### config.mk
export PLATFORM = sky130hd
export DESIGN_NAME = xmem_bus_seq
export DESIGN_NICKNAME = d
export VERILOG_FILES = /design/src/rtl/xmb_pkg.sv /design/src/rtl/xmb_rst_sync.sv /design/src/rtl/xmb_stretch_reg.sv /design/src/rtl/xmb_cycle_ctrl.sv /design/src/rtl/xmb_pad_mux.sv /design/src/rtl/xmem_bus_seq.sv
export SDC_FILE = /design/constraint.sdc
export NUM_CORES = 1
export LEC_CHECK = 0
export CAP_MARGIN = 20
export CORE_MARGIN = 1.5
export CORE_UTILIZATION = 47
export CTS_CLUSTER_SIZE = 20
export DETAILED_ROUTE_END_ITERATION = 10
export PLACE_DENSITY = 0.8
export RECOVER_POWER = 100
export SLEW_MARGIN = 5
export SYNTH_ARGS = -nofsm -noshare
export SYNTH_HDL_FRONTEND = slang
export SYNTH_SLANG_ARGS = --single-unit
### constraint.sdc
create_clock -name clk -period 2.26 [get_ports clk]
set_clock_uncertainty 0.2 [all_clocks]
set_input_delay 0.226 -clock clk [delete_from_list [all_inputs] [get_ports clk]]
set_output_delay 0.226 -clock clk [all_outputs]
set_load 0.03 [all_outputs]
### src/rtl/xmb_pkg.sv
package xmb_pkg;

  localparam int STRETCH_CODE_W = 3;
  localparam int MAX_STRETCH    = 10;
  localparam int STRETCH_CNT_W  = 4;

  typedef enum logic [1:0] {
    XK_FETCH = 2'b00,
    XK_READ  = 2'b01,
    XK_WRITE = 2'b10,
    XK_RSVD  = 2'b11
  } xk_e;

  // Codes 0..3 map to themselves, codes 4..7 map to 7..10.
  function automatic logic [STRETCH_CNT_W-1:0] stretch_count(
    input logic [STRETCH_CODE_W-1:0] code
  );
    logic [STRETCH_CNT_W-1:0] base;
    base = {1'b0, code};
    return code[STRETCH_CODE_W-1] ? base + STRETCH_CNT_W'(3) : base;
  endfunction

endpackage

### src/rtl/xmb_rst_sync.sv
module xmb_rst_sync (
  input  logic clk,
  input  logic rst_n,
  output logic rst_sync_n
);
  logic meta_q, sync_q;

  always_ff @(posedge clk or negedge rst_n) begin
    if (!rst_n) begin
      meta_q <= 1'b0;
      sync_q <= 1'b0;
    end else begin
      meta_q <= 1'b1;
      sync_q <= meta_q;
    end
  end

  assign rst_sync_n = sync_q;
endmodule

### src/rtl/xmb_stretch_reg.sv
module xmb_stretch_reg
  import xmb_pkg::*;
(
  input  logic                      clk,
  input  logic                      rst_n,
  input  logic                      clk_en,
  input  logic                      cfg_we,
  input  logic [STRETCH_CODE_W-1:0] cfg_wdata,
  output logic [STRETCH_CODE_W-1:0] code,
  output logic [STRETCH_CNT_W-1:0]  stretch
);
  logic [STRETCH_CODE_W-1:0] code_q, code_d;

  always_comb begin
    code_d = code_q;
    if (cfg_we) code_d = cfg_wdata;
  end

  always_ff @(posedge clk or negedge rst_n) begin
    if (!rst_n)      code_q <= '0;
    else if (clk_en) code_q <= code_d;
  end

  assign code    = code_q;
  assign stretch = stretch_count(code_q);
endmodule

### src/rtl/xmb_cycle_ctrl.sv
module xmb_cycle_ctrl
  import xmb_pkg::*;
#(
  parameter int ADDR_W      = 16,
  parameter int DATA_W      = 8,
  parameter int CLKS_PER_MC = 4,
  localparam int MAX_CLKS   = CLKS_PER_MC * (MAX_STRETCH + 1),
  localparam int CNT_W      = $clog2(MAX_CLKS)
) (
  input  logic                     clk,
  input  logic                     rst_n,
  input  logic                     clk_en,
  input  logic                     req_valid,
  input  logic [1:0]               req_kind,
  input  logic [ADDR_W-1:0]        req_addr,
  input  logic [DATA_W-1:0]        req_wdata,
  input  logic [STRETCH_CNT_W-1:0] stretch,
  output logic                     req_ready,
  output logic                     busy,
  output logic [CNT_W-1:0]         tcnt,
  output logic [CNT_W-1:0]         tlast,
  output xk_e                      kind,
  output logic [ADDR_W-1:0]        addr,
  output logic [DATA_W-1:0]        wdata
);
  logic              busy_q, busy_d;
  logic [CNT_W-1:0]  tcnt_q, tcnt_d;
  logic [CNT_W-1:0]  tlast_q, tlast_d;
  xk_e               kind_q, kind_d;
  logic [ADDR_W-1:0] addr_q, addr_d;
  logic [DATA_W-1:0] wdata_q, wdata_d;

  logic              at_end, accept;
  xk_e               kind_in;
  logic [CNT_W-1:0]  mc_clks, fetch_last, data_last;

  assign mc_clks    = CNT_W'(CLKS_PER_MC);
  assign fetch_last = mc_clks - CNT_W'(1);
  assign data_last  = CNT_W'(mc_clks * (CNT_W'(stretch) + CNT_W'(1))) - CNT_W'(1);

  assign at_end    = busy_q && (tcnt_q == tlast_q);
  assign req_ready = !busy_q || at_end;
  assign accept    = req_valid && req_ready;

  always_comb begin
    case (req_kind)
      2'b00:   kind_in = XK_FETCH;
      2'b10:   kind_in = XK_WRITE;
      default: kind_in = XK_READ;
    endcase
  end

  always_comb begin
    busy_d  = busy_q;
    tcnt_d  = tcnt_q;
    tlast_d = tlast_q;
    kind_d  = kind_q;
    addr_d  = addr_q;
    wdata_d = wdata_q;
    if (accept) begin
      busy_d  = 1'b1;
      tcnt_d  = '0;
      kind_d  = kind_in;
      addr_d  = req_addr;
      wdata_d = req_wdata;
      tlast_d = (kind_in == XK_FETCH) ? fetch_last : data_last;
    end else if (at_end) begin
      busy_d = 1'b0;
      tcnt_d = '0;
    end else if (busy_q) begin
      tcnt_d = tcnt_q + CNT_W'(1);
    end
  end

  always_ff @(posedge clk or negedge rst_n) begin
    if (!rst_n) begin
      busy_q  <= 1'b0;
      tcnt_q  <= '0;
      tlast_q <= '0;
      kind_q  <= XK_FETCH;
      addr_q  <= '0;
      wdata_q <= '0;
    end else if (clk_en) begin
      busy_q  <= busy_d;
      tcnt_q  <= tcnt_d;
      tlast_q <= tlast_d;
      kind_q  <= kind_d;
      addr_q  <= addr_d;
      wdata_q <= wdata_d;
    end
  end

  assign busy  = busy_q;
  assign tcnt  = tcnt_q;
  assign tlast = tlast_q;
  assign kind  = kind_q;
  assign addr  = addr_q;
  assign wdata = wdata_q;
endmodule

### src/rtl/xmb_pad_mux.sv
module xmb_pad_mux
  import xmb_pkg::*;
#(
  parameter int ADDR_W = 16,
  parameter int DATA_W = 8,
  parameter int CNT_W  = 6,
  localparam int HI_W  = ADDR_W - DATA_W
) (
  input  logic              clk,
  input  logic              rst_n,
  input  logic              clk_en,
  input  logic              busy,
  input  logic [CNT_W-1:0]  tcnt,
  input  logic [CNT_W-1:0]  tlast,
  input  xk_e               kind,
  input  logic [ADDR_W-1:0] addr,
  input  logic [DATA_W-1:0] wdata,
  input  logic [DATA_W-1:0] ad_in,
  output logic              ale,
  output logic [DATA_W-1:0] ad_out,
  output logic              ad_oe,
  output logic [HI_W-1:0]   a_hi,
  output logic              psen_n,
  output logic              rd_n,
  output logic              wr_n,
  output logic              done,
  output logic [DATA_W-1:0] rdata
);
  logic              first, mid, sample_now, is_write;
  logic [DATA_W-1:0] rdata_q, rdata_d;

  assign first      = busy && (tcnt == '0);
  assign mid        = busy && (tcnt != '0) && (tcnt != tlast);
  assign is_write   = (kind == XK_WRITE);
  assign sample_now = busy && !is_write && (tcnt == CNT_W'(tlast - CNT_W'(1)));

  assign ale    = first;
  assign ad_oe  = first || (busy && is_write);
  assign ad_out = first ? addr[DATA_W-1:0] : wdata;
  assign a_hi   = addr[ADDR_W-1:DATA_W];
  assign psen_n = !(mid && (kind == XK_FETCH));
  assign rd_n   = !(mid && (kind == XK_READ));
  assign wr_n   = !(mid && is_write);
  assign done   = busy && (tcnt == tlast);

  always_comb begin
    rdata_d = rdata_q;
    if (sample_now) rdata_d = ad_in;
  end

  always_ff @(posedge clk or negedge rst_n) begin
    if (!rst_n)      rdata_q <= '0;
    else if (clk_en) rdata_q <= rdata_d;
  end

  assign rdata = rdata_q;
endmodule

### src/rtl/xmem_bus_seq.sv
module xmem_bus_seq
  import xmb_pkg::*;
#(
  parameter int ADDR_W      = 16,
  parameter int DATA_W      = 8,
  parameter int CLKS_PER_MC = 4,
  localparam int HI_W       = ADDR_W - DATA_W,
  localparam int CNT_W      = $clog2(CLKS_PER_MC * (MAX_STRETCH + 1))
) (
  input  logic                      clk,
  input  logic                      rst_n,
  input  logic                      clk_en,
  input  logic                      req_valid,
  output logic                      req_ready,
  input  logic [1:0]                req_kind,
  input  logic [ADDR_W-1:0]         req_addr,
  input  logic [DATA_W-1:0]         req_wdata,
  output logic                      done,
  output logic [DATA_W-1:0]         rdata,
  input  logic                      cfg_we,
  input  logic [STRETCH_CODE_W-1:0] cfg_wdata,
  output logic [STRETCH_CODE_W-1:0] cfg_code,
  output logic [DATA_W-1:0]         ad_out,
  output logic                      ad_oe,
  input  logic [DATA_W-1:0]         ad_in,
  output logic [HI_W-1:0]           a_hi,
  output logic                      ale,
  output logic                      psen_n,
  output logic                      rd_n,
  output logic                      wr_n
);
  logic                     rst_sync_n;
  logic [STRETCH_CNT_W-1:0] stretch;
  logic                     busy;
  logic [CNT_W-1:0]         tcnt, tlast;
  xk_e                      kind;
  logic [ADDR_W-1:0]        addr;
  logic [DATA_W-1:0]        wdata;

  xmb_rst_sync u_rst (
    .clk        (clk),
    .rst_n      (rst_n),
    .rst_sync_n (rst_sync_n)
  );

  xmb_stretch_reg u_cfg (
    .clk       (clk),
    .rst_n     (rst_sync_n),
    .clk_en    (clk_en),
    .cfg_we    (cfg_we),
    .cfg_wdata (cfg_wdata),
    .code      (cfg_code),
    .stretch   (stretch)
  );

  xmb_cycle_ctrl #(
    .ADDR_W      (ADDR_W),
    .DATA_W      (DATA_W),
    .CLKS_PER_MC (CLKS_PER_MC)
  ) u_ctrl (
    .clk       (clk),
    .rst_n     (rst_sync_n),
    .clk_en    (clk_en),
    .req_valid (req_valid),
    .req_kind  (req_kind),
    .req_addr  (req_addr),
    .req_wdata (req_wdata),
    .stretch   (stretch),
    .req_ready (req_ready),
    .busy      (busy),
    .tcnt      (tcnt),
    .tlast     (tlast),
    .kind      (kind),
    .addr      (addr),
    .wdata     (wdata)
  );

  xmb_pad_mux #(
    .ADDR_W (ADDR_W),
    .DATA_W (DATA_W),
    .CNT_W  (CNT_W)
  ) u_pads (
    .clk    (clk),
    .rst_n  (rst_sync_n),
    .clk_en (clk_en),
    .busy   (busy),
    .tcnt   (tcnt),
    .tlast  (tlast),
    .kind   (kind),
    .addr   (addr),
    .wdata  (wdata),
    .ad_in  (ad_in),
    .ale    (ale),
    .ad_out (ad_out),
    .ad_oe  (ad_oe),
    .a_hi   (a_hi),
    .psen_n (psen_n),
    .rd_n   (rd_n),
    .wr_n   (wr_n),
    .done   (done),
    .rdata  (rdata)
  );
endmodule

==> key figures <==
Status
  – Status: complete, but fails checks
  – Failing checks: negative setup slack

Timing
  – Worst hold slack: 180 ps
  – Fin crit share: 111%
  – Final min period: 2500 ps
  – RSZ-0062 raised after global routing: yes
  – Final Hold Viols: 0
  – Final Max Slew Viols: 0
  – Fmax: 400 MHz
  – Worst slew margin: 30.2%
  – Worst-margin pin slew: 1050 ps
  – Final Worst Setup Slack: -238 ps
  – # setup viols final: 45

Power
  – Pint: 3.04 mW
  – Clock power share: 11.2%
  – Switching power total: 1.96 mW
  – VDD IR max: 0.830 mV
  – Power density cells: 1200 nW/um2
  – Sw Share: 39.2%
  – Leakage: 1.98 nW
  – Sequential share of power: 32.4%
  – Combinational Power Share: 56.4%

Place
  – Final GP Congestion: 0.841
  – Placed Instances: 369
  – Pre-CTS setup slack: -120 ps
  – Placed cell area: 3530 um2
  – Port buffer count: 75
  – Post-DP HPWL: 4410 um

Drt
  – DRT iter0 DRCs: 90
  – Routed wire length per instance: 19.2 um
  – Routed vias/inst: 5.33
  – Final WL: 7550 um
  – Routed Antenna Nets: 0
  – First-pass detailed-route iteration total: 4
  – Routed vias: 2,095
  – DRC Markers: 0

Cells and area
  – Final Non-Filler Cells: 393
  – Post-layout util: 80.8%
  – Final Cell Area: 4180 um2
  – FILL cells: 281
  – Layout cells sized above 1: 45.2%
  – N_diodes: 0
  – Final nets: 369
  – P&R area growth vs syn: 63.9%

Floorplanning
  – Die Y: 76.7 um
  – Site row count: 26
  – Die area: 5880 um2
  – Initial core utilization: 49.3%
  – Top Ports: 76
  – Core box area: 5170 um2
  – Die width: 76.7 um

Global routing
  – Pin count of the biggest net entering global routing: 26
  – First-pass GRT wire length: 9980 um
  – Antenna violations before repair: 0
  – Vias in the first global route: 2,071
  – Gr ovfl total: 0
  – GRT Util Overall: 21.6%

Logic synthesis
  – Ys Warns: 0
  – Cell Area, Synth: 2550 um2
  – Post-synth EDFFs: 0
  – Yosys top cell by area: dfrtp_1
  – Synthesized flop and latch total: 51
  – Post-synth top area share: 50.0%
  – Unique masters post-synth: 42
  – Syn Nets: 257
  – Async SR Flop Fraction: 100%
  – Largest cells by area after synthesis: dfrtp_1 50%, mux2_1 19%, buf_4 2.9%, ha_1 2.5%, xnor2_1 2.1%
  – Mapped Cells: 210
  – Main synth FF type: dfrtp_1
  – Syn_area_per_cell: 12.1 um2
  – Post-synthesis sequential area ratio: 50.0%

Setup path
  – Cell family with the largest share of critical-path delay: compound AO/OA/AOI/OAI gates
  – Critical Path Slowest Stage Cell: or4b_1
  – Worst reg2reg setup slack: -240 ps
  – CP max stage delay: 460 ps
  – Worst setup path class: register to register
  – Critical Path AT: 2500 ps
  – Worst path bufs/invs: 1
  – Startpoint Class: register
  – Req. time, crit path: 2260 ps
  – Cell mode on critical path: ha_4
  – CP Cell Sequence: inv_2, ha_4, a21oi_4, ha_4, or4b_1, o21ai_1, a31oi_1, xnor2_1, o22ai_1
  – Crit. End Element: register
  – CP Max Fanout: 4

Clocking
  – Clock Path Buffers: 2
  – Clock Latency Late Sink: 310 ps
  – Htree depth: 2
  – CTS Root Cell: clkbuf_8
  – Clock Sinks: 51
  – TritonCTS clock tree: yes
  – TritonCTS Buffers: 5
  – Clock transition at path regs: 110 ps

Run
  – Maxcap violations: 0

Hold path
  – Hold Crit Class: register to register
through the flow:
step / total power, mW / setup TNS, ps
detailed placement: 3.70 / -3580
global route: 5.24 / -10360
finish: 5.00 / -8030
CTS: 4.38 / -418
floorplan: 2.85 / -80.7
global placement: 3.62 / -2160
per-layer routing:
layer / routed length [um] / share of wire (%) / global-route usage [%] / vias to the layer above
met2: 4040 / 53 / 40.5 / 68
met5: 0 / 0 / 0 / -
met3: 315 / 4.2 / 5.12 / 15
li1: - / - / - / 945
met4: 164 / 2.2 / 5.19 / 0
met1: 3040 / 40 / 24.7 / 1067
registers in the layout, indices dropped and copies added (netlist names):
register and count:
u_cfg.code 3, u_ctrl.addr 16, u_ctrl.busy 1, u_ctrl.kind 2, u_ctrl.tcnt 6, u_ctrl.tlast 5
u_ctrl.wdata 8, u_pads.rdata 8, u_rst.meta_q 1, u_rst.rst_sync_n 1
power by group through the flow:
stage	clock [mW]	combinational, mW	sequential [mW]
2_1_floorplan	0	1.21	1.64
3_3_place_gp	0	2.09	1.53
3_5_place_dp	0	2.15	1.55
4_1_cts	0.569	2.26	1.55
5_1_grt	0.600	2.98	1.66
6_report	0.560	2.82	1.62
kinds of logic after synthesis:
group                      Yosys count  share of synthesized area [%]
DFF                                 51                           50.0
muxes                               48                           21.1
and+or+nand+nor                     44                           9.86
buffers and inverters               27                           6.43
AOI/OAI and AO/OA                   21                           5.15
xor gates and xnor gates            13                           4.76
adders and majority gates            5                           2.45
other                                1                          0.147
timing repair:
action,4_1_cts,5_1_grt
hold buffers,1,0
cloned,0,3
endpoints found under the hold margin,2,0
buffers inserted,3,10
setup endpoints to repair,52,53
pin swaps,7,16
resized for setup,69,86
placed cells by master, fill, tap and decap left out, types with 3 or more instances in the layout:
cell type        instances
buf_4                   31
ha_4                     3
inv_1                    5
clkbuf_8                 5
xnor2_4                  4
xnor2_1                  3
nor3_1                   3
xor2_1                   3
a21o_1                   4
buf_6                   22
dlygate4sd3_1           21
nand3_1                  4
dfrtp_2                  4
dfrtp_1                 47
mux2_4                  44
inv_2                    4
nor2_1                   3
a21oi_1                  3
nand2_1                  9
o21ai_0                  4
mux2_2                   3
xor2_2                   3
nor2b_1                  4
clkdlybuf4s50_1         40
synth_stat cells, types with 3 or more instances:
| cell type | n |
|---|---|
| dfrtp_1 | 51 |
| mux2_1 | 44 |
| buf_4 | 10 |
| nand2_1 | 10 |
| inv_1 | 9 |
| xnor2_1 | 6 |
| xor2_1 | 6 |
| ha_1 | 5 |
| a21o_1 | 4 |
| a21oi_1 | 4 |
| nand3_1 | 4 |
| nor2_1 | 4 |
| nor2b_1 | 4 |
| nor3_1 | 4 |
| buf_6 | 3 |
| clkbuf_1 | 3 |
| mux2_2 | 3 |
| nor4_1 | 3 |
| o21ai_0 | 3 |
| o21ai_1 | 3 |
final timing paths:
path / from / to / depth (start not counted)
worst min register to register: u_rst.meta_q / u_rst.rst_sync_n / 0
worst min-delay path: u_rst.meta_q / u_rst.rst_sync_n / 0
min in group asynchronous: u_rst.rst_sync_n / u_ctrl.wdata[1] / 0
worst max register to register: u_cfg.code[1] / u_ctrl.tlast[5] / 9
max in group asynchronous: u_rst.rst_sync_n / u_ctrl.addr[13] / 1
worst max-delay path: u_cfg.code[1] / u_ctrl.tlast[5] / 9
worst reg2reg max path: cells and delay by family (launching register included):
family | cells | cell delay (ps)
adder cells (fa/ha/maj) | 2 | 420
XOR/XNOR | 1 | 290
flip-flops | 1 | 450
buffers and inverters | 1 | 80
AND/OR/NAND/NOR | 1 | 460
AO/OA/AOI/OAI | 4 | 480
final cells by class:
| type | count | area (um2) | area share [%] |
|---|---|---|---|
| Clock buffer | 5 | 68.8 | 1.65 |
| Clock inverter | 3 | 22.5 | 0.539 |
| Inverter | 9 | 33.8 | 0.808 |
| Multi-Input combinational cell | 132 | 1490 | 35.6 |
| Sequential cell | 51 | 1280 | 30.7 |
| Tap cell | 70 | 87.6 | 2.10 |
| Timing Repair Buffer | 123 | 1200 | 28.7 |
Note: power is estimated with default switching activity, not from simulation.
